<file path="config.mk">
export PLATFORM = sky130hd
export DESIGN_NAME = scan_slot_sched
export DESIGN_NICKNAME = d
export VERILOG_FILES = /design/src/rtl/scan_sched_pkg.sv /design/src/rtl/slot_timer.sv /design/src/rtl/aux_rotator.sv /design/src/rtl/scan_fsm.sv /design/src/rtl/scan_slot_sched.sv
export SDC_FILE = /design/constraint.sdc
export NUM_CORES = 1
export LEC_CHECK = 0
export BUFFER_PORTS_ARGS = -buffer_cell sky130_fd_sc_hd__clkbuf_2
export CAP_MARGIN = 20
export CORE_MARGIN = 3
export CORE_UTILIZATION = 42
export CTS_CLUSTER_DIAMETER = 50
export DETAILED_ROUTE_END_ITERATION = 8
export GPL_TIMING_DRIVEN = 0
export PLACE_DENSITY = 0.67
export SYNTH_ARGS = -nofsm -noshare
export SYNTH_HDL_FRONTEND = slang
export SYNTH_SLANG_ARGS = --single-unit
</file>
<file path="constraint.sdc">
create_clock -name clk -period 3.5 [get_ports clk]
set_clock_uncertainty 0.1 [all_clocks]
set_input_delay 0.175 -clock clk [delete_from_list [all_inputs] [get_ports clk]]
set_output_delay 0.175 -clock clk [all_outputs]
set_load 0.1 [all_outputs]
</file>
<file path="src/rtl/scan_sched_pkg.sv">
package scan_sched_pkg;

    typedef enum logic [1:0] {
        ST_OFF    = 2'd0,
        ST_ACTIVE = 2'd1,
        ST_IDLE   = 2'd2
    } sched_state_e;

endpackage

</file>
<file path="src/rtl/slot_timer.sv">
module slot_timer #(
    parameter int UNIT_CYC = 4,
    parameter int CFG_W    = 2
) (
    input  logic             clk,
    input  logic             rst_n,
    input  logic             run,
    input  logic [CFG_W-1:0] speed,
    output logic             last
);
    localparam int SH_MAX  = (1 << CFG_W) - 1;
    localparam int MAX_LEN = UNIT_CYC << SH_MAX;
    localparam int CNT_W   = $clog2(MAX_LEN + 1);

    logic [CNT_W-1:0] cnt_q;
    logic [CNT_W-1:0] len_m1;

    // Slot length halves with each step of the speed code.
    always_comb begin
        len_m1 = CNT_W'((UNIT_CYC << (SH_MAX - int'(speed))) - 1);
    end

    always_ff @(posedge clk or negedge rst_n) begin
        if (!rst_n) begin
            cnt_q <= '0;
        end else if (!run) begin
            cnt_q <= '0;
        end else if (cnt_q == len_m1) begin
            cnt_q <= '0;
        end else begin
            cnt_q <= cnt_q + 1'b1;
        end
    end

    assign last = run && (cnt_q == len_m1);

    // the in-slot count never runs past the selected length.
    p_cnt_bound_r4: assert property (@(posedge clk) disable iff (!rst_n)
        run |-> (cnt_q <= len_m1));

    // every completed slot leaves the count at its start.
    p_cnt_restart_r4: assert property (@(posedge clk) disable iff (!rst_n)
        last |=> (cnt_q == '0));

endmodule

</file>
<file path="src/rtl/aux_rotator.sv">
module aux_rotator #(
    parameter int N_AUX = 5,
    parameter int IDX_W = $clog2(N_AUX)
) (
    input  logic             clk,
    input  logic             rst_n,
    input  logic             clr,
    input  logic             adv,
    output logic [IDX_W-1:0] idx,
    output logic             at_last
);
    logic [IDX_W-1:0] idx_q;

    assign at_last = (int'(idx_q) == N_AUX - 1);
    assign idx     = idx_q;

    always_ff @(posedge clk or negedge rst_n) begin
        if (!rst_n) begin
            idx_q <= '0;
        end else if (clr) begin
            idx_q <= '0;
        end else if (adv) begin
            idx_q <= at_last ? '0 : idx_q + 1'b1;
        end
    end

    // the shared-source index stays within the source list.
    p_aux_range_r3: assert property (@(posedge clk) disable iff (!rst_n)
        int'(idx_q) < N_AUX);

    // after the final source the rotation returns to the first.
    p_aux_wrap_r3: assert property (@(posedge clk) disable iff (!rst_n)
        (adv && at_last && !clr) |=> (idx_q == '0));

    // a clear always lands on the first source.
    p_aux_clear_r10: assert property (@(posedge clk) disable iff (!rst_n)
        clr |=> (idx_q == '0));

endmodule

</file>
<file path="src/rtl/scan_fsm.sv">
module scan_fsm
    import scan_sched_pkg::*;
#(
    parameter int N_CELLS = 7,
    parameter int N_AUX   = 5,
    parameter int CFG_W   = 2,
    parameter int IDX_W   = $clog2(N_AUX),
    parameter int CHAN_W  = $clog2(N_CELLS + N_AUX)
) (
    input  logic              clk,
    input  logic              rst_n,
    input  logic              en,
    input  logic [CFG_W-1:0]  speed,
    input  logic [CFG_W-1:0]  slow,
    input  logic              slot_end,
    input  logic [IDX_W-1:0]  aux_idx,
    input  logic              aux_last,
    output logic              sched_off,
    output logic [CFG_W-1:0]  spd_cur,
    output logic              aux_adv,
    output logic [CHAN_W-1:0] chan_sel,
    output logic              conv_start,
    output logic              slot_active,
    output logic              loop_done,
    output logic              scan_done
);
    localparam int SLOT_W = $clog2(N_CELLS + 1);
    localparam int IDLE_W = (1 << CFG_W) - 1;

    sched_state_e      state_q, state_d;
    logic [SLOT_W-1:0] slot_q, slot_d;
    logic [IDLE_W-1:0] idle_q, idle_d;
    logic [CFG_W-1:0]  spd_q, spd_d;
    logic [CFG_W-1:0]  slw_q, slw_d;

    logic              start_q, start_d;
    logic              act_q, act_d;
    logic [CHAN_W-1:0] chan_q, chan_d;
    logic              ldone_q, ldone_d;
    logic              sdone_q, sdone_d;
    logic              wrap_d;

    // Next-state and next-output decode.
    always_comb begin
        state_d = state_q;
        slot_d  = slot_q;
        idle_d  = idle_q;
        spd_d   = spd_q;
        slw_d   = slw_q;
        start_d = 1'b0;
        act_d   = (state_q == ST_ACTIVE);
        chan_d  = chan_q;
        ldone_d = 1'b0;
        sdone_d = 1'b0;
        wrap_d  = 1'b0;

        unique case (state_q)
            ST_OFF: begin
                if (en) begin
                    // enable
                    state_d = ST_ACTIVE;
                    slot_d  = '0;
                    idle_d  = '0;
                    spd_d   = speed;
                    slw_d   = slow;
                    start_d = 1'b1;
                    act_d   = 1'b1;
                    chan_d  = '0;
                end
            end
            ST_ACTIVE, ST_IDLE: begin
                if (!en) begin
                    // disable
                    state_d = ST_OFF;
                    slot_d  = '0;
                    idle_d  = '0;
                    spd_d   = '0;
                    slw_d   = '0;
                    act_d   = 1'b0;
                    chan_d  = '0;
                end else if (slot_end) begin
                    if (state_q == ST_ACTIVE && slw_q != '0) begin
                        // stretch
                        state_d = ST_IDLE;
                        idle_d  = IDLE_W'((1 << slw_q) - 1);
                        act_d   = 1'b0;
                    end else if (state_q == ST_IDLE && idle_q > IDLE_W'(1)) begin
                        // gap
                        idle_d  = idle_q - 1'b1;
                    end else begin
                        // advance
                        state_d = ST_ACTIVE;
                        idle_d  = '0;
                        start_d = 1'b1;
                        act_d   = 1'b1;
                        if (int'(slot_q) == N_CELLS) begin
                            // wrap
                            wrap_d  = 1'b1;
                            slot_d  = '0;
                            chan_d  = '0;
                            ldone_d = 1'b1;
                            sdone_d = aux_last;
                            spd_d   = speed;
                            slw_d   = slow;
                        end else begin
                            slot_d = slot_q + 1'b1;
                            if (int'(slot_q) + 1 == N_CELLS) begin
                                chan_d = CHAN_W'(N_CELLS) + CHAN_W'(aux_idx);
                            end else begin
                                chan_d = CHAN_W'(slot_q) + 1'b1;
                            end
                        end
                    end
                end
            end
            default: begin
                state_d = ST_OFF;
            end
        endcase
    end

    // State register.
    always_ff @(posedge clk or negedge rst_n) begin
        if (!rst_n) begin
            state_q <= ST_OFF;
            slot_q  <= '0;
            idle_q  <= '0;
            spd_q   <= '0;
            slw_q   <= '0;
        end else begin
            state_q <= state_d;
            slot_q  <= slot_d;
            idle_q  <= idle_d;
            spd_q   <= spd_d;
            slw_q   <= slw_d;
        end
    end

    // Output register.
    always_ff @(posedge clk or negedge rst_n) begin
        if (!rst_n) begin
            start_q <= 1'b0;
            act_q   <= 1'b0;
            chan_q  <= '0;
            ldone_q <= 1'b0;
            sdone_q <= 1'b0;
        end else begin
            start_q <= start_d;
            act_q   <= act_d;
            chan_q  <= chan_d;
            ldone_q <= ldone_d;
            sdone_q <= sdone_d;
        end
    end

    assign sched_off   = (state_q == ST_OFF);
    assign spd_cur     = spd_q;
    assign aux_adv     = wrap_d;
    assign chan_sel    = chan_q;
    assign conv_start  = start_q;
    assign slot_active = act_q;
    assign loop_done   = ldone_q;
    assign scan_done   = sdone_q;

    // a low enable silences every strobe on the next cycle.
    p_off_quiet_r1: assert property (@(posedge clk) disable iff (!rst_n)
        !en |=> (!conv_start && !slot_active && !loop_done && !scan_done));

    // the convert strobe lasts a single cycle.
    p_start_single_r6: assert property (@(posedge clk) disable iff (!rst_n)
        conv_start |=> !conv_start);

    // a strobe only opens an active slot.
    p_start_active_r6: assert property (@(posedge clk) disable iff (!rst_n)
        conv_start |-> slot_active);

    // in a gap slot nothing converts.
    p_idle_quiet_r5: assert property (@(posedge clk) disable iff (!rst_n)
        (state_q == ST_IDLE) |-> (!slot_active && !conv_start));

    // a loop ends exactly as cell slot 0 begins.
    p_loop_start_r7: assert property (@(posedge clk) disable iff (!rst_n)
        loop_done |-> (conv_start && chan_sel == '0));

    // a full scan ends only on a loop end.
    p_scan_loop_r8: assert property (@(posedge clk) disable iff (!rst_n)
        scan_done |-> loop_done);

    // shared-slot codes stay within the auxiliary range.
    p_shared_code_r3: assert property (@(posedge clk) disable iff (!rst_n)
        (conv_start && int'(chan_sel) >= N_CELLS) |-> (int'(chan_sel) < N_CELLS + N_AUX));

    // latched timing holds for the whole loop.
    p_cfg_hold_r9: assert property (@(posedge clk) disable iff (!rst_n)
        (en && !sched_off && !aux_adv) |=> ($stable(spd_q) && $stable(slw_q)));

endmodule

</file>
<file path="src/rtl/scan_slot_sched.sv">
module scan_slot_sched #(
    parameter int UNIT_CYC = 4,
    parameter int N_CELLS  = 7,
    parameter int N_AUX    = 5,
    parameter int CFG_W    = 2
) (
    input  logic                                  clk,
    input  logic                                  rst_n,
    input  logic                                  en,
    input  logic [CFG_W-1:0]                      speed_sel,
    input  logic [CFG_W-1:0]                      slow_sel,
    output logic [$clog2(N_CELLS + N_AUX)-1:0]    chan_sel,
    output logic                                  conv_start,
    output logic                                  slot_active,
    output logic                                  loop_done,
    output logic                                  scan_done
);
    localparam int IDX_W  = $clog2(N_AUX);
    localparam int CHAN_W = $clog2(N_CELLS + N_AUX);

    logic             slot_end;
    logic             sched_off;
    logic [CFG_W-1:0] spd_cur;
    logic             aux_adv;
    logic [IDX_W-1:0] aux_idx;
    logic             aux_last;

    slot_timer #(
        .UNIT_CYC (UNIT_CYC),
        .CFG_W    (CFG_W)
    ) u_timer (
        .clk   (clk),
        .rst_n (rst_n),
        .run   (!sched_off),
        .speed (spd_cur),
        .last  (slot_end)
    );

    aux_rotator #(
        .N_AUX (N_AUX),
        .IDX_W (IDX_W)
    ) u_aux (
        .clk     (clk),
        .rst_n   (rst_n),
        .clr     (sched_off),
        .adv     (aux_adv),
        .idx     (aux_idx),
        .at_last (aux_last)
    );

    scan_fsm #(
        .N_CELLS (N_CELLS),
        .N_AUX   (N_AUX),
        .CFG_W   (CFG_W),
        .IDX_W   (IDX_W),
        .CHAN_W  (CHAN_W)
    ) u_fsm (
        .clk         (clk),
        .rst_n       (rst_n),
        .en          (en),
        .speed       (speed_sel),
        .slow        (slow_sel),
        .slot_end    (slot_end),
        .aux_idx     (aux_idx),
        .aux_last    (aux_last),
        .sched_off   (sched_off),
        .spd_cur     (spd_cur),
        .aux_adv     (aux_adv),
        .chan_sel    (chan_sel),
        .conv_start  (conv_start),
        .slot_active (slot_active),
        .loop_done   (loop_done),
        .scan_done   (scan_done)
    );

endmodule

</file>
---- After elaboration in Yosys (flattened, before gate mapping) ----
Cells that the tools add are included.
W data, S select, Z words.
storage, ports and cells
  flip-flop bits (word level) ............. 29
  latch bits .............................. 0
  bits in writable memories ............... 0
  ROM bits ................................ 0
  bits of input ports ..................... 7
  output and inout port bits .............. 8
  logic and storage cells ................. 119
  memories kept ........................... 0
operators by class
  $add $sub $neg .......................... 10
  multipliers ............................. 0
  divide/modulo/power cells ............... 0
  magnitude comparators ................... 1
  equal/unequal tests ..................... 12
  shifts and indexed selects .............. 2
  mux-type cells .......................... 69
  bitwise logic cells ..................... 0
  reductions and logical operators ........ 13
operator list
  cell                    number
  $mux W3                 13
  $mux W2                 17
  $eq A32 B4 Y1 const B   1
  $shl A3 B32 Y6 const A  1
  $mux W4                 7
  $mux W1                 22
  $mux W6                 2
  $pmux W2 S2             3
  $pmux W3 S2             2
  $ne A3 B3 Y1 const B    3
  $add A3 B1 Y4 const B   2
  $pmux W4 S2             1
  $add A3 B1 Y3 const B   2
  $add A6 B1 Y6 const B   1
  $eq A6 B6 Y1            1
  $reduce_and A3 Y1       2
  $reduce_and A6 Y1       1
  $reduce_bool A2 Y1      3
  $sub A6 B2 Y6 const B   1
  $reduce_and A5 Y1       1
  $add A3 B3 Y4 const A   1
  $ne A4 B3 Y1 const B    1
  $pmux W1 S2             2
  $eq A3 B1 Y1 const B    1
  14 further kinds        16

---- Depth between registers and ports, before layout ----
  depth in word-level cells ............... 10
  gate-level depth with buffers ........... 9

---- Modules after synthesis ----
Synthesis repeated with hierarchy kept, for this count alone.
unflattened totals
  cell total of the unflattened synthesis .. 158
  area, all modules ....................... 1739.2 sq um
modules (own cells, without submodules)
  module           instances  cells an instance  area an instance (sq um)
  scan_fsm         1          107                1198.6
  slot_timer       1          33                 366.6
  aux_rotator      1          17                 170.2
  scan_slot_sched  1          1                  3.8

---- Worst setup path after synthesis ----
OpenSTA, ideal clock, no wires.
  path kind ............................... register to register
  start point ............................. register u_fsm.state_q[0]
  end point ............................... register u_aux.idx_q[0], in the netlist u_aux.idx[0]
  setup time .............................. 0.121 ns
  data arrival time ....................... 2.001 ns
  path slack .............................. 1.278 ns
  cell stages (with the launch flop) ...... 8
  buffers on the path ..................... 0
  period minus slack after synthesis ...... 2.222 ns
  cells stage by stage .................... dfrtp_1 inv_1 ha_1 nand2_4 or4b_4 nor4b_4 mux2i_1 nor2_1
between the ends
  word-level cells in the longest chain between the ends .. 8
  elaborated cells on any way between the ends .. 15
ends and longest elaborated chain
  what                            RTL line                        text
  start: declaration              scan_fsm.sv:30                  sched_state_e state_q, state_d;
  start signal: assignment        scan_fsm.sv:131                 state_q <= state_d;
  $eq A2 B2 Y1                    scan_fsm.sv:57, scan_fsm.sv:87
  $logic_and A1 B1 Y1             scan_fsm.sv:87                  end else if (state_q == ST_IDLE && idle_q > IDLE_W'(1)) begin
  $mux W1                         scan_fsm.sv:87
  $mux W1                         scan_fsm.sv:82                  if (state_q == ST_ACTIVE && slw_q != '0) begin
  $mux W1                         scan_fsm.sv:81                  end else if (slot_end) begin
  $mux W1                         scan_fsm.sv:72                  if (!en) begin
  $mux W1 *                       scan_fsm.sv:57                  unique case (state_q)
  net aux_adv                     scan_slot_sched.sv:24           logic aux_adv;
  $reduce_bool A2 Y1 (no line) *  --
  end signal: assignment          aux_rotator.sv:23               idx_q <= at_last ? '0 : idx_q + 1'b1;
  end: declaration                aux_rotator.sv:12               logic [IDX_W-1:0] idx_q;
Mark *: on every way through the listed nets, which the timed path passes. The rest lies on a longest branch.
A chain may end at the register's enable or synchronous reset.

---- Final worst setup path ----
Ends and elaborated chain as after synthesis.

==> flow_metrics.py <==
metrics = {
    "placed_design": {
        "post-dp-hpwl_microns": 2360,
        "placement.io_buffers": 13,
        "routabilityCongestion": 0.792,
    },
    "sta": {
        "setup_tns_ps": 0,
        "drv_slew": 0,
        "rsz0062_at_grt": "false",
        "maxSlewHeadroom_pct": 51.4,
        "layout_min_cycle_time_ps": 2490,
        "maxClockFrequency_ghz": 0.401,
        "timing.final.setup_violations": 0,
        "holdWs_ps": 19.9,
        "hold_viol_final": 0,
        "finalCritPeriodShare_pct": 71.2,
        "worstMarginPinSlew_ps": 730,
    },
    "synthesis": {
        "synth_seq_cells": 29,
        "seq_area_frac_synth_pct": 42.2,
        "syn_nets": 185,
        "netlist_area_sq_um": 1720,
        "syn_avg_cell_area_sq_um": 10.4,
        "yosysWarnings": 0,
        "synth_cells": 165,
        "synth_cell_types": 45,
    },
    "global_routing": {
        "grt_pass1_vias": 1260,
        "grt_antenna_before_repair": 0,
        "grt_pass1_wl_microns": 5710,
        "grt_use_total_pct": 14.5,
        "gr-total-overflow": 0,
        "grt_max_degree": 30,
    },
    "worst_hold_path": {
        "hold_path_class": "in -> reg",
        "min_from": "speed_sel[1]",
    },
    "power_and_ir_drop": {
        "power_uw": 1640,
        "powerDensity_nw_per_um2": 846,
        "power_frac_comb_pct": 53.6,
        "p_sw_share_pct": 45.3,
        "pwr-share-clk_pct": 16.1,
        "power.share.sequential_pct": 30.3,
        "leakagePower_uw": 0.000919,
        "max-vdd-ir-drop_mv": 0.390,
        "p_int_uw": 897,
        "switching_power_uw": 743,
    },
    "job": {
        "drv_cap": 0,
    },
    "setup_path": {
        "path_cells": "inv_1 -> ha_1 -> nand2_4 -> or4b_4 -> nor4b_4 -> mux2i_1 -> nor2_1",
        "cp.buffers_inverters": 1,
        "crit_required_ps": 3560,
        "start_kind": "flop",
        "crit_path_max_incr_delay_ps": 520,
        "path_class": "reg -> reg",
        "cpLargestDelayFamily": "simple AND/OR/NAND/NOR gates",
        "arrival_ps": 2560,
        "regToRegStartpoint": "u_fsm.state_q[0]$_DFFE_PN0P_",
        "critPathCaptureType": "flop",
        "cpMaxStageDelayCell": "or4b_4",
        "crit_start": "u_fsm.state_q[0]$_DFFE_PN0P_",
        "worstPathMaxFanout": 10,
    },
    "clock_network": {
        "clock_latency_ps": 280,
        "clock_path_buffers": 2,
        "root_buffer": "clkbuf_8",
        "numCtsBuffers": 5,
        "clk_pin_slew_ps": 60,
        "post_cts_buffers": 0,
        "htreeDepth": 2,
        "tritoncts": "yes",
        "cts.sinks": 29,
    },
    "route": {
        "firstDrtPassIters": 4,
        "wire_per_inst_microns": 13.6,
        "vias_per_cell": 5.35,
        "ant_nets": 0,
        "wl_microns": 3200,
        "vias": 1257,
        "drc": 0,
        "drtIter0Drc": 74,
    },
    "floorplan": {
        "ios": 15,
        "die_x_microns": 70,
        "initial_core_util_pct": 45.3,
        "die_y_microns": 70,
        "core_region_area_sq_um": 3800,
        "fp.dieArea_sq_um": 4900,
        "num_rows": 22,
    },
    "finish": {
        "drive_gt1_share_pct": 26.2,
        "fillCellCount": 356,
        "finalNetCount": 206,
        "area_growth_syn_to_layout_pct": 12.7,
        "n_antenna_cell": 0,
    },
    "outcome": {
        "status": "completed",
    },
}
==> power by group through the flow <==
stage                     Clock (uW)  Sequential (uW)  Combinational [uW]
after floorplan                    0              611                 600
after global placement             0              496                 848
after detailed placement           0              503                 879
after CTS                        275              497                 883
after global routing             294              511                 979
final                            264              497                 879
==> cell usage in the layout, fill, tap and decap left out, types with 2 or more instances in the layout <==
cell type  instances
nand2b_1           2
xor2_1             3
xnor2_1            3
a21bo_2            4
or2_2              3
buf_2              3
o31ai_1            3
nand4_1            5
nor2_1            19
o32ai_1            2
clkinv_2           2
ha_1              13
a2bb2oi_1          2
clkbuf_2          13
o21ai_0            6
inv_1             13
mux2i_1            4
clkbuf_8           5
nand3_1            5
mux2_2             8
o2111ai_1          2
nand2_1            6
dfrtp_1           29
a21oi_1            6
==> registers in the layout (all words and copies together) (netlist names) <==
signal	flops
u_timer.cnt_q	6
u_fsm.slot_q	3
u_aux.idx	3
u_fsm.idle_q	3
u_fsm.spd_cur	2
u_fsm.slot_active	1
u_fsm.chan_sel	4
u_fsm.state_q	2
u_fsm.loop_done	1
u_fsm.scan_done	1
u_fsm.slw_q	2
u_fsm.conv_start	1
==> final timing paths <==
| path | endpoint | cells past startpoint | slack [ps] |
|---|---|---|---|
| setup / recovery | u_aux.idx[0]$_DFFE_PN0P_ | 7 | 1010 |
| hold / removal | u_fsm.spd_cur[1]$_DFFE_PN0P_ | 3 | 20 |
| setup reg to reg | u_aux.idx[0]$_DFFE_PN0P_ | 7 | 1010 |
| hold reg to reg | u_timer.cnt_q[0]$_DFF_PN0_ | 1 | 370 |
| max in group asynchronous | u_timer.cnt_q[1]$_DFF_PN0_ | 2 | 2440 |
| min in group asynchronous | u_fsm.state_q[1]$_DFFE_PN0P_ | 2 | 390 |
==> logic make-up after synthesis <==
| kind of cell | after synthesis | share of synthesized area (%) |
|---|---|---|
| simple gates | 49 | 15.7 |
| compound gates | 37 | 16.7 |
| flops | 29 | 42.2 |
| buf+inv | 18 | 4.58 |
| mux | 13 | 8.36 |
| fa+ha+maj | 13 | 9.45 |
| xor+xnor | 6 | 3.06 |
==> cell usage after synthesis (all sizes together) <==
cell type,count,area share (%)
nand2,7,2.0
a21bo,4,2.3
o21ai,7,2.3
o211a,1,0.58
ha,13,9.5
nand4,5,1.8
buf,5,1.7
nor3,1,0.29
inv,13,2.8
xor2,3,1.5
xnor2,3,1.5
a2bb2oi,2,1.0
o22ai,1,0.36
a21oi,6,1.7
nand2b,2,0.73
nor3b,1,0.44
or2,3,1.1
mux2i,5,3.1
nor4b,1,1.4
o22a,1,0.51
o31ai,3,1.3
nor2,19,4.1
a211oi,1,0.44
o21a,1,0.87
dfrtp,29,42
o2111ai,2,1.0
nor2b,1,0.36
a221o,1,0.65
o311ai,1,0.51
nand3b,1,0.44
and3,2,0.80
a32oi,1,0.51
or4b,1,0.80
nand3,5,1.5
o21ba,1,0.58
o21bai,1,0.44
o32ai,2,1.0
a31o,1,0.51
mux2,8,5.2
==> stage by stage <==
step	setup slack (ps)	instance area, sq um	utilization (%)	cells
final	1010	1940	51.0	235
after global routing	881	1940	51.0	235
after CTS	1010	1940	51.0	235
after detailed placement	1010	1850	48.6	226
after global placement	1080	1850	48.6	226
after floorplan	1280	1720	-	165
==> timing repair <==
item,4_1_cts,5_1_grt
endpoints found under the hold margin,29,0
hold buffers,1,0
resized for setup,0,0
==> final cells by class <==
cell class	instances	area [sq um]	area share [%]
Sequential cell	29	726	37.4
Buffer	5	30.0	1.55
Inverter	13	48.8	2.52
Clock inverter	2	10.0	0.516
Clock buffer	6	72.6	3.74
Timing Repair Buffer	14	75.1	3.87
Tap cell	48	60.1	3.10
Multi-Input combinational cell	118	916	47.3
==> tightest hold or removal path, cell delays in order <==
cell and delay, ps:
clkbuf_2 80, nand2_1 50, mux2i_1 50
==> per-layer routing <==
metal / GRT usage [%] / share of wire (%) / vias up / wire length (microns)
met4: 4.47 / 0.59 / 0 / 19
met1: 18.3 / 47 / 594 / 1500
met2: 23.4 / 48 / 27 / 1520
met3: 5.04 / 5.1 / 2 / 163
li1: - / - / 634 / -
met5: 0 / 0 / - / 0
No activity file was read; power rests on OpenSTA's default activity.
